## src/rtl/pp_pkg.sv

```systemverilog
package pp_pkg;
  localparam int unsigned DATA_W = 8;
  localparam int unsigned CTL_W  = 6;
  localparam int unsigned NPORT  = 2;
  localparam int unsigned SEL_W  = 2;

  localparam int unsigned CB_IRQ1_EN = 0;
  localparam int unsigned CB_OUT_SEL = 2;
  localparam int unsigned CB_IRQ2_EN = 3;
  localparam int unsigned CB_L2_OUT  = 5;

  typedef struct packed {
    logic is_ctl;
    logic port_b;
  } reg_sel_t;

  function automatic reg_sel_t map_offset(input logic [SEL_W-1:0] off, input logic alt);
    reg_sel_t s;
    if (alt) begin
      s.port_b = off[0];
      s.is_ctl = off[1];
    end else begin
      s.port_b = off[1];
      s.is_ctl = off[0];
    end
    return s;
  endfunction

  function automatic logic [DATA_W-1:0] merge_pins(input logic [DATA_W-1:0] outv,
                                                   input logic [DATA_W-1:0] dir,
                                                   input logic [DATA_W-1:0] pins);
    return (outv & dir) | (pins & ~dir);
  endfunction

  function automatic logic [DATA_W-1:0] status_byte(input logic f1, input logic f2,
                                                    input logic [CTL_W-1:0] ctl);
    return {f1, f2 & ~ctl[CB_L2_OUT], ctl};
  endfunction

  function automatic logic irq_active(input logic f1, input logic f2,
                                      input logic [CTL_W-1:0] ctl);
    return (f1 & ctl[CB_IRQ1_EN]) | (f2 & ctl[CB_IRQ2_EN] & ~ctl[CB_L2_OUT]);
  endfunction
endpackage

```

## src/rtl/pp_decode.sv

```systemverilog
module pp_decode
  import pp_pkg::*;
#(
  parameter bit ALT_ORDER = 1'b0
) (
  input  logic             cs,
  input  logic             rd,
  input  logic             wr,
  input  logic [SEL_W-1:0] addr,
  output logic             rd_stb,
  output logic             wr_stb,
  output logic [NPORT-1:0] sel_data,
  output logic [NPORT-1:0] sel_ctl,
  output logic             port_idx
);
  reg_sel_t s;
  assign s        = map_offset(addr, ALT_ORDER);
  assign rd_stb   = cs & rd;
  assign wr_stb   = cs & wr;
  assign port_idx = s.port_b;

  for (genvar p = 0; p < NPORT; p++) begin : g_sel
    assign sel_data[p] = (int'(s.port_b) == p) && !s.is_ctl;
    assign sel_ctl[p]  = (int'(s.port_b) == p) &&  s.is_ctl;
  end
endmodule

```

## src/rtl/pp_port.sv

```systemverilog
module pp_port
  import pp_pkg::*;
(
  input  logic              clk,
  input  logic              rst_n,
  input  logic              sel_data,
  input  logic              sel_ctl,
  input  logic              rd_stb,
  input  logic              wr_stb,
  input  logic [DATA_W-1:0] wdata,
  input  logic [DATA_W-1:0] pin_in,
  input  logic              evt1,
  input  logic              evt2,
  output logic [DATA_W-1:0] rd_val,
  output logic [DATA_W-1:0] pin_out,
  output logic [DATA_W-1:0] pin_oe,
  output logic              irq_n,
  output logic              flag1_q,
  output logic              flag2_q,
  output logic              data_rd,
  output logic              ctl_wr,
  output logic [DATA_W-1:0] ddr_q,
  output logic [CTL_W-1:0]  ctl_q
);
  logic [DATA_W-1:0] out_q;
  logic [DATA_W-1:0] pin_q;
  logic out_sel, data_wr, ddr_wr;

  assign out_sel = ctl_q[CB_OUT_SEL];
  assign data_wr = wr_stb & sel_data &  out_sel;
  assign ddr_wr  = wr_stb & sel_data & ~out_sel;
  assign ctl_wr  = wr_stb & sel_ctl;
  assign data_rd = rd_stb & sel_data &  out_sel;

  always_ff @(posedge clk or negedge rst_n) begin
    if (!rst_n) begin
      ddr_q   <= '0;
      out_q   <= '0;
      ctl_q   <= '0;
      pin_q   <= '0;
      flag1_q <= 1'b0;
      flag2_q <= 1'b0;
    end else begin
      pin_q <= pin_in;
      if (ddr_wr)  ddr_q <= wdata;
      if (data_wr) out_q <= wdata;
      if (ctl_wr)  ctl_q <= wdata[CTL_W-1:0];
      flag1_q <= evt1 | (flag1_q & ~data_rd);
      flag2_q <= evt2 | (flag2_q & ~data_rd);
    end
  end

  always_comb begin
    if (sel_ctl)      rd_val = status_byte(flag1_q, flag2_q, ctl_q);
    else if (out_sel) rd_val = merge_pins(out_q, ddr_q, pin_q);
    else              rd_val = ddr_q;
  end

  assign pin_out = out_q & ddr_q;
  assign pin_oe  = ddr_q;
  assign irq_n   = ~irq_active(flag1_q, flag2_q, ctl_q);
endmodule

```

## src/rtl/pp_regif.sv

```systemverilog
module pp_regif
  import pp_pkg::*;
#(
  parameter bit ALT_ORDER = 1'b0
) (
  input  logic              clk,
  input  logic              rst_n,
  input  logic              cs,
  input  logic              rd,
  input  logic              wr,
  input  logic [SEL_W-1:0]  addr,
  input  logic [DATA_W-1:0] wdata,
  output logic [DATA_W-1:0] rdata,
  input  logic [DATA_W-1:0] pa_in,
  output logic [DATA_W-1:0] pa_out,
  output logic [DATA_W-1:0] pa_oe,
  input  logic [DATA_W-1:0] pb_in,
  output logic [DATA_W-1:0] pb_out,
  output logic [DATA_W-1:0] pb_oe,
  input  logic              a_evt1,
  input  logic              a_evt2,
  input  logic              b_evt1,
  input  logic              b_evt2,
  output logic              irq_a_n,
  output logic              irq_b_n
);
  logic rd_stb, wr_stb, port_idx;
  logic [NPORT-1:0] sel_data, sel_ctl;
  logic [NPORT-1:0] evt1_v, evt2_v, irq_n_v, flag1, flag2, data_rd, ctl_wr;
  logic [NPORT-1:0][DATA_W-1:0] pin_in_v, pin_out_v, pin_oe_v, rd_val_v, ddr_q;
  logic [NPORT-1:0][CTL_W-1:0]  ctl_q;

  assign pin_in_v = {pb_in, pa_in};
  assign evt1_v   = {b_evt1, a_evt1};
  assign evt2_v   = {b_evt2, a_evt2};

  pp_decode #(.ALT_ORDER(ALT_ORDER)) u_dec (
    .cs(cs), .rd(rd), .wr(wr), .addr(addr),
    .rd_stb(rd_stb), .wr_stb(wr_stb),
    .sel_data(sel_data), .sel_ctl(sel_ctl), .port_idx(port_idx)
  );

  for (genvar p = 0; p < NPORT; p++) begin : g_port
    pp_port u_port (
      .clk(clk), .rst_n(rst_n),
      .sel_data(sel_data[p]), .sel_ctl(sel_ctl[p]),
      .rd_stb(rd_stb), .wr_stb(wr_stb), .wdata(wdata),
      .pin_in(pin_in_v[p]), .evt1(evt1_v[p]), .evt2(evt2_v[p]),
      .rd_val(rd_val_v[p]), .pin_out(pin_out_v[p]), .pin_oe(pin_oe_v[p]),
      .irq_n(irq_n_v[p]), .flag1_q(flag1[p]), .flag2_q(flag2[p]),
      .data_rd(data_rd[p]), .ctl_wr(ctl_wr[p]),
      .ddr_q(ddr_q[p]), .ctl_q(ctl_q[p])
    );
  end

  assign rdata   = rd_val_v[port_idx];
  assign pa_out  = pin_out_v[0];
  assign pa_oe   = pin_oe_v[0];
  assign pb_out  = pin_out_v[1];
  assign pb_oe   = pin_oe_v[1];
  assign irq_a_n = irq_n_v[0];
  assign irq_b_n = irq_n_v[1];
endmodule

```

## config.mk

```make
export PLATFORM = sky130hd
export DESIGN_NAME = pp_regif
export DESIGN_NICKNAME = d
export VERILOG_FILES = /design/src/rtl/pp_pkg.sv /design/src/rtl/pp_decode.sv /design/src/rtl/pp_port.sv /design/src/rtl/pp_regif.sv
export SDC_FILE = /design/constraint.sdc
export NUM_CORES = 1
export LEC_CHECK = 0
export BUFFER_PORTS_ARGS = -buffer_cell sky130_fd_sc_hd__buf_2
export CORE_MARGIN = 1.5
export CORE_UTILIZATION = 50
export DETAILED_ROUTE_END_ITERATION = 16
export GPL_ROUTABILITY_DRIVEN = 0
export PLACE_DENSITY_LB_ADDON = 0.25
export SKIP_CTS_REPAIR_TIMING = 1
export SYNTH_ARGS = -nofsm -noshare
export SYNTH_HDL_FRONTEND = slang
export SYNTH_SLANG_ARGS = --single-unit
```

## constraint.sdc

```tcl
create_clock -name clk -period 2.2 [get_ports clk]
set_input_delay 0 -clock clk [delete_from_list [all_inputs] [get_ports clk]]
set_output_delay 0 -clock clk [all_outputs]
set_load 0.03 [all_outputs]
```

==> results of run 1 <==
## synthesized netlist by cell type (2+ instances only)
master	count
a21oi_1	15
nand2b_1	2
buf_6	2
buf_2	4
mux2_2	35
a31oi_1	12
dfrtp_1	64
nor3_2	3
clkbuf_1	2
or3_1	2
mux4_2	6
o21ai_0	3
nand2_1	2
a32oi_1	2
a211o_1	2
mux2_4	8
a21o_1	4
and2_1	16
inv_1	16
## through the flow
stage	cell area, µm²	instances
floorplan	2880	215
global placement	3370	364
detailed placement	3370	364
CTS	3530	377
global route	3820	406
finish	3820	406
## routing by layer
layer	vias to the layer above	wire (µm)	track usage (%)
met5	-	0	0
met4	0	195	10.4
met3	20	391	7.59
met2	80	3290	35.0
met1	1094	2950	31.1
li1	1009	-	-
## how the worst max path moves through the flow
stage / startpoint / end / slack [ns] / depth (start not counted)
floorplan: g_port[0].u_port.ctl_q[2]$_DFFE_PN0P_ / g_port[0].u_port.ddr_q[0]$_DFFE_PN0P_ / 0.63 / 4
global placement: g_port[1].u_port.ctl_q[2]$_DFFE_PN0P_ / rdata[7] / 0.58 / 5
detailed placement: g_port[1].u_port.ctl_q[2]$_DFFE_PN0P_ / g_port[1].u_port.ddr_q[4]$_DFFE_PN0P_ / 0.57 / 4
CTS: g_port[1].u_port.ctl_q[2]$_DFFE_PN0P_ / rdata[7] / 0.20 / 5
global route: g_port[1].u_port.ctl_q[2]$_DFFE_PN0P_ / rdata[7] / 0.06 / 5
finish: g_port[1].u_port.ctl_q[2]$_DFFE_PN0P_ / rdata[7] / 0.14 / 5
## cell type report
| class | instances | area share [%] |
|---|---|---|
| flip-flops and latches | 64 | 41.9 |
| multi-input cells | 126 | 30.5 |
| repair buffers | 115 | 19.5 |
| clock buffers | 12 | 4.06 |
| well taps | 72 | 2.36 |
| inverters | 16 | 1.57 |
| clock inverters | 1 | 0.131 |
## state kept, by name, summed over array words and instances (netlist names)
signal                 cells
g_port.u_port.pin_q       16
g_port.u_port.out_q       16
g_port.u_port.flag2_q      2
g_port.u_port.ctl_q       12
g_port.u_port.flag1_q      2
g_port.u_port.ddr_q       16
## logic make-up after synthesis
logic type	Yosys count
AOI/OAI and AO/OA	40
DFF	64
buffers and inverters	25
and+or+nand+nor	36
muxes	50
## power groups by stage
stage	sequential, W	clock [W]	combinational, W
floorplan	0.00176	0	0.000826
global placement	0.00168	0	0.00129
detailed placement	0.00169	0	0.00132
CTS	0.00167	0.000880	0.00132
global route	0.00172	0.000931	0.00145
finish	0.00167	0.000865	0.00135
## worst register-to-register path, cell delays in order, from the launching register on
cell     delay [ns]
dfrtp_1        0.55
buf_4          0.25
nor3_2         0.22
buf_4          0.19
mux2_2         0.33
==> reports/metrics.cfg, run 1 <==
[status]
outcome=finished clean

[pwr]
total_power_w=0.00389
power.switching_w=0.00143
power_frac_clock_pct=22.2
p_leak_nw=1.82
sw_frac_of_total_pct=36.8
irDropWorstVdd_v=0.000649
reg_power_share_pct=42.9
pwr-share-comb_pct=34.8
internal-power_w=0.00246
power.density_cell_area_nw_per_um2=1020

[clocking]
depth_of_the_cts_h_tree=3
tritoncts=done
numClockSinks=64
cts_root_buffer=clkbuf_8
clk_path_buf_depth=2
clk_pin_slew_ns=0.07
clock_insertion_delay_worst_skew_ns=0.35
cts_buffers=9

[die]
core_area_um2=5540
start_util_pct=52.0
die_height_um=78.9
ioPinCount=77
floorplan.die.width_um=78.9
die-area_um2=6220
row_count=27

[detailed_routing]
wl_per_cell_um=16.8
drt_first_pass_iters=5
avgViaCountPerCell=5.43
wirelength_um=6830
drc_errors=0
first_iter_violations=122
num_vias=2203
detail-route-antenna-nets=0

[sta]
worst_slew_margin_rel_pct=63.9
final_hold_viols=0
fin_skew_ns=0.00558
rsz0062_at_grt=false
worst_hold_margin_ns=0.118
fin_ws_ns=0.138
worstMarginPinSlew_ns=0.542
fin_crit_ns=2.06
max_clock_freq_mhz=485
fin_setup_tns_ns=0
finalSetupViolCount=0
drv_slew=0
fin_crit_sh_pct=93.7

[worst_setup_path]
reg2regPathDepth=4
critPathMaxFanout=13
cell_with_the_largest_stage_delay_on_the_worst_path=dfrtp_1
worstReg2RegEnd=g_port[1].u_port.ddr_q[4]$_DFFE_PN0P_
r2r_start=g_port[1].u_port.ctl_q[2]$_DFFE_PN0P_
critical_path_required_ns=2.20
cp_top_family=flip-flops
setup.worst_path.class=flip-flop to primary output
crit_path_end_kind=primary output
worst-path-buf-inv=2
worst-endpoint-arrival_ns=2.06
timing.critical_path.cells=buf_4, a21oi_1, a31oi_1, mux4_2, buf_2
worst_setup_path_start_kind=flip-flop
ff2ff_setup_slack_ns=0.54
largest_incremental_delay_on_the_critical_path_ns=0.55

[layout]
layout-drive-gt1-share_pct=46.1
multi_input_comb_area_um2=1160
antenna_cells=0
layout-area-overhead-vs-synth_pct=32.7
final_cell_mix=buf_2, dfrtp_1, mux2_2, dlygate4sd3_1
fin_util_pct=69.0
layout.cells.most_common=buf_2
layout.area.seq_um2=1600
num-fill-cells=441
finalNetCount=367

[placement]
detailedPlace.worstSlack_ns=0.568
place.port_buffers=76
post_detailed_placement_half_perimeter_wirelength_um=4700

[yosys]
synth_top_cell_area_share_pct=55.6
ys_seq_elements=64
yosys_warnings=0
dominantRegCellSynth=dfrtp_1
synthesis.area_per_instance_um2=13.4
synth.largest_area_cell=dfrtp_1
synthMuxAreaShare_pct=22.9
ys_types=34
cell_area_after_synthesis_um2=2880
postSynthCellCount=215
synth-xor-area-share_pct=0
netlist_top_cells_area=dfrtp_1, mux2_2, mux4_2
share_of_synthesized_cell_area_in_and_or_nand_and_nor_gates_pct=8.87
asyncSetResetFlopFracSynth_pct=100
synth-adder-area-share_pct=0
synth_seq_area_share_pct=55.6
synth_fp_nets=250
synth-edff-count=0
dominant_combinational_cell_family_by_area_after_synthesis=multiplexers
synth_compound_area_share_pct=8.60

[grt]
first_global_vias=2078
global_route.overflow_total=0
antenna_found_initial=0
grt_start_max_net_pins=24
grt_first_pass_wirelength_um=10600
gr-usage-all-layers_pct=23.3

[hold_path]
hold_crit_class=input port to flip-flop
hold_depth=4
hold-path-endpoint=g_port[1].u_port.flag1_q$_DFF_PN0_
hp-start=rd

[job]
maxCapViolCount=0

No activity file was read; power rests on OpenSTA's default activity.
==> inputs of run 2 (changes only) <==
--- a/config.mk
+++ b/config.mk
@@ -7,7 +7,7 @@
 export LEC_CHECK = 0
 export BUFFER_PORTS_ARGS = -buffer_cell sky130_fd_sc_hd__buf_2
 export CORE_MARGIN = 1.5
-export CORE_UTILIZATION = 50
+export CORE_UTILIZATION = 47
 export DETAILED_ROUTE_END_ITERATION = 16
 export GPL_ROUTABILITY_DRIVEN = 0
 export PLACE_DENSITY_LB_ADDON = 0.25
==> constraint.sdc (replaced) <==
create_clock -name clk -period 1.8 [get_ports clk]
set_input_delay 0 -clock clk [delete_from_list [all_inputs] [get_ports clk]]
set_output_delay 0 -clock clk [all_outputs]
set_load 0.03 [all_outputs]
==> run 2 against run 1 <==
Non-clock buffer count rose by 5; clock skew decreased by 0.00088 ns; setup slack got worse by 0.084 ns; global-route usage down 0.70 points; sequential cell count unchanged; highest routed layer unchanged; via count increased by 0.14%; routed wire length grew 2.0%; sequential power rose by 22%; clock power up 63%; first-iteration DRC count grew 23%; hold slack worse by 0.010 ns.
==> reports/metrics.cfg, run 2 (synthesis results as in run 1) <==
[clocking]
clk_path_buf_depth=2  ; unchanged
depth_of_the_cts_h_tree=3  ; unchanged
numClockSinks=64  ; unchanged
clk_pin_slew_ns=0.07  ; about the same
cts_buffers=9  ; unchanged
clock_insertion_delay_worst_skew_ns=0.34  ; was 0.35 ns
tritoncts=done  ; unchanged
cts_root_buffer=clkbuf_8  ; unchanged

[detailed_routing]
drt_first_pass_iters=4  ; was 5
wirelength_um=6960  ; was 6830 µm
wl_per_cell_um=16.7  ; was 16.8 µm
first_iter_violations=150  ; was 122
drc_errors=0  ; unchanged
avgViaCountPerCell=5.29  ; was 5.43
detail-route-antenna-nets=0  ; unchanged
num_vias=2206  ; was 2,203

[job]
maxCapViolCount=0  ; unchanged

[worst_setup_path]
worst-endpoint-arrival_ns=1.75  ; was 2.06 ns
worstSetupStartpoint=g_port[1].u_port.ctl_q[2]$_DFFE_PN0P_  ; unchanged
largest_incremental_delay_on_the_critical_path_ns=0.47  ; was 0.55 ns
setup.worst_path.class=flip-flop to primary output  ; unchanged
critPathMaxFanout=6  ; was 13
timing.critical_path.cells=buf_4, a21oi_2, a31oi_1, mux4_2, buf_6  ; was buf_4, a21oi_1, a31oi_1, mux4_2, buf_2
worst-path-buf-inv=2  ; unchanged
r2r_start=g_port[0].u_port.ctl_q[2]$_DFFE_PN0P_  ; was g_port[1].u_port.ctl_q[2]$_DFFE_PN0P_
crit_path_end_kind=primary output  ; unchanged
cell_with_the_largest_stage_delay_on_the_worst_path=mux4_2  ; was dfrtp_1
critical_path_required_ns=1.80  ; was 2.20 ns
cp_top_family=multiplexers  ; was flip-flops
worst_setup_path_start_kind=flip-flop  ; unchanged

[layout]
layout-area-overhead-vs-synth_pct=39.3  ; was 32.7%
layout.area.seq_um2=1600  ; about the same
finalNonFillerCells=417  ; was 406
antenna_cells=0  ; unchanged
num-fill-cells=458  ; was 441
layout-drive-gt1-share_pct=50.0  ; was 46.1%
final_cell_mix=buf_2, dfrtp_1, mux2_2, dlygate4sd3_1  ; unchanged
layout.cells.most_common=buf_2  ; unchanged
multi_input_comb_area_um2=1190  ; was 1160 µm²
top_regs=g_port.u_port.ddr_q (16), g_port.u_port.out_q (16), g_port.u_port.pin_q (16)  ; unchanged
finalNetCount=372  ; was 367

[sta]
fin_setup_tns_ns=0  ; unchanged
final_hold_viols=0  ; unchanged
max_clock_freq_mhz=573
finalSetupViolCount=0  ; unchanged
fin_crit_sh_pct=97.0
fin_skew_ns=0.00470  ; was 0.00558 ns
worstMarginPinSlew_ns=0.485  ; was 0.542 ns
worst_slew_margin_rel_pct=67.6  ; was 63.9%
rsz0062_at_grt=false  ; unchanged
drv_slew=0  ; unchanged
fin_crit_ns=1.75
worst_hold_margin_ns=0.108  ; was 0.118 ns

[pwr]
p_leak_nw=1.90  ; was 1.82 nW
irDropWorstVdd_v=0.000812  ; was 0.000649 V
power.density_cell_area_nw_per_um2=1300  ; was 1020 nW/µm²

[placement]
place_inst=370  ; was 364
post_detailed_placement_half_perimeter_wirelength_um=4680  ; was 4700 µm
place.port_buffers=76  ; unchanged

[die]
row_count=28  ; was 27
core_area_um2=5920  ; was 5540 µm²
start_util_pct=48.6  ; was 52.0%
die_height_um=81.3  ; was 78.9 µm
floorplan.die.width_um=81.3  ; was 78.9 µm
die-area_um2=6600  ; was 6220 µm²
ioPinCount=77  ; unchanged

[hold_path]
hp-start=rd  ; unchanged
hold_crit_class=input port to flip-flop  ; unchanged

[grt]
grtUsageMet2_pct=33.4  ; was 35.0%
first_global_vias=2055  ; was 2,078
gr-usage-all-layers_pct=22.6  ; was 23.3%
grt_first_pass_wirelength_um=10700  ; was 10,600 µm
antenna_found_initial=0  ; unchanged
grtUsageMet1_pct=30.5  ; was 31.1%
global_route.peak_usage_layer=met2  ; unchanged
global_route.overflow_total=0  ; unchanged
met3_usage_pct=6.74  ; was 7.59%
grt_start_max_net_pins=65  ; was 24

[status]
outcome=finished clean  ; unchanged

==> run 2: changes by cell type in the layout (fill, tap and decap cells not counted), sizes merged <==
cell    change
buf         +4
bufinv      +2
clkinv      +2
==> run 2: cell type report <==
cell class | instances | area share [%]
Sequential cell | 64 | 40.0
Multi-Input combinational cell | 126 | 29.7
Inverter | 16 | 1.50
Clock buffer | 11 | 3.78
Clock inverter | 5 | 1.97
Tap cell | 75 | 2.34
Timing Repair Buffer | 120 | 20.8
==> run 2: per-layer routing <==
metal | vias up | part of all wire, %
li1 | 1020 | -
met1 | 1100 | 45
met2 | 75 | 49
met3 | 11 | 4.7
met4 | 0 | 1.6
met5 | - | 0
==> run 2: metrics by stage <==
stage	cell area, µm²	setup slack (ns)	util, %	power, W
global route	4010	0.00230	67.7	0.00550
global placement	3410	0.312	57.6	0.00365
detailed placement	3410	0.285	57.6	0.00369
floorplan	2880	0.235	-	0.00316
CTS	3640	-0.0658	61.5	0.00512
finish	4010	0.0547	67.7	0.00522
==> run 2: worst register-to-register path, stage by stage, from the launching register on <==
cell and delay (ns):
dfrtp_1 0.41, or4_4 0.68, mux2_4 0.34
==> run 2: worst paths after layout <==
| check | slack, ns | cells past startpoint | end |
|---|---|---|---|
| max in group asynchronous | 1.31 | 3 | g_port[0].u_port.ddr_q[6]$_DFFE_PN0P_ |
| setup / recovery | 0.05 | 5 | rdata[5] |
| hold reg to reg | 0.51 | 1 | g_port[0].u_port.ctl_q[4]$_DFFE_PN0P_ |
| setup reg to reg | 0.26 | 2 | g_port[0].u_port.ddr_q[3]$_DFFE_PN0P_ |
| min in group asynchronous | 0.18 | 3 | g_port[0].u_port.ddr_q[2]$_DFFE_PN0P_ |
| hold / removal | 0.11 | 4 | g_port[0].u_port.flag1_q$_DFF_PN0_ |
==> run 2: power by group <==
part | total (W) | switching, W | internal, W
Sequential | 0.00203 | 0.000284 | 0.00174
Clock | 0.00141 | 0.000556 | 0.000853
Combinational | 0.00179 | 0.000992 | 0.000795
Total | 0.00522 | 0.00183 | 0.00339
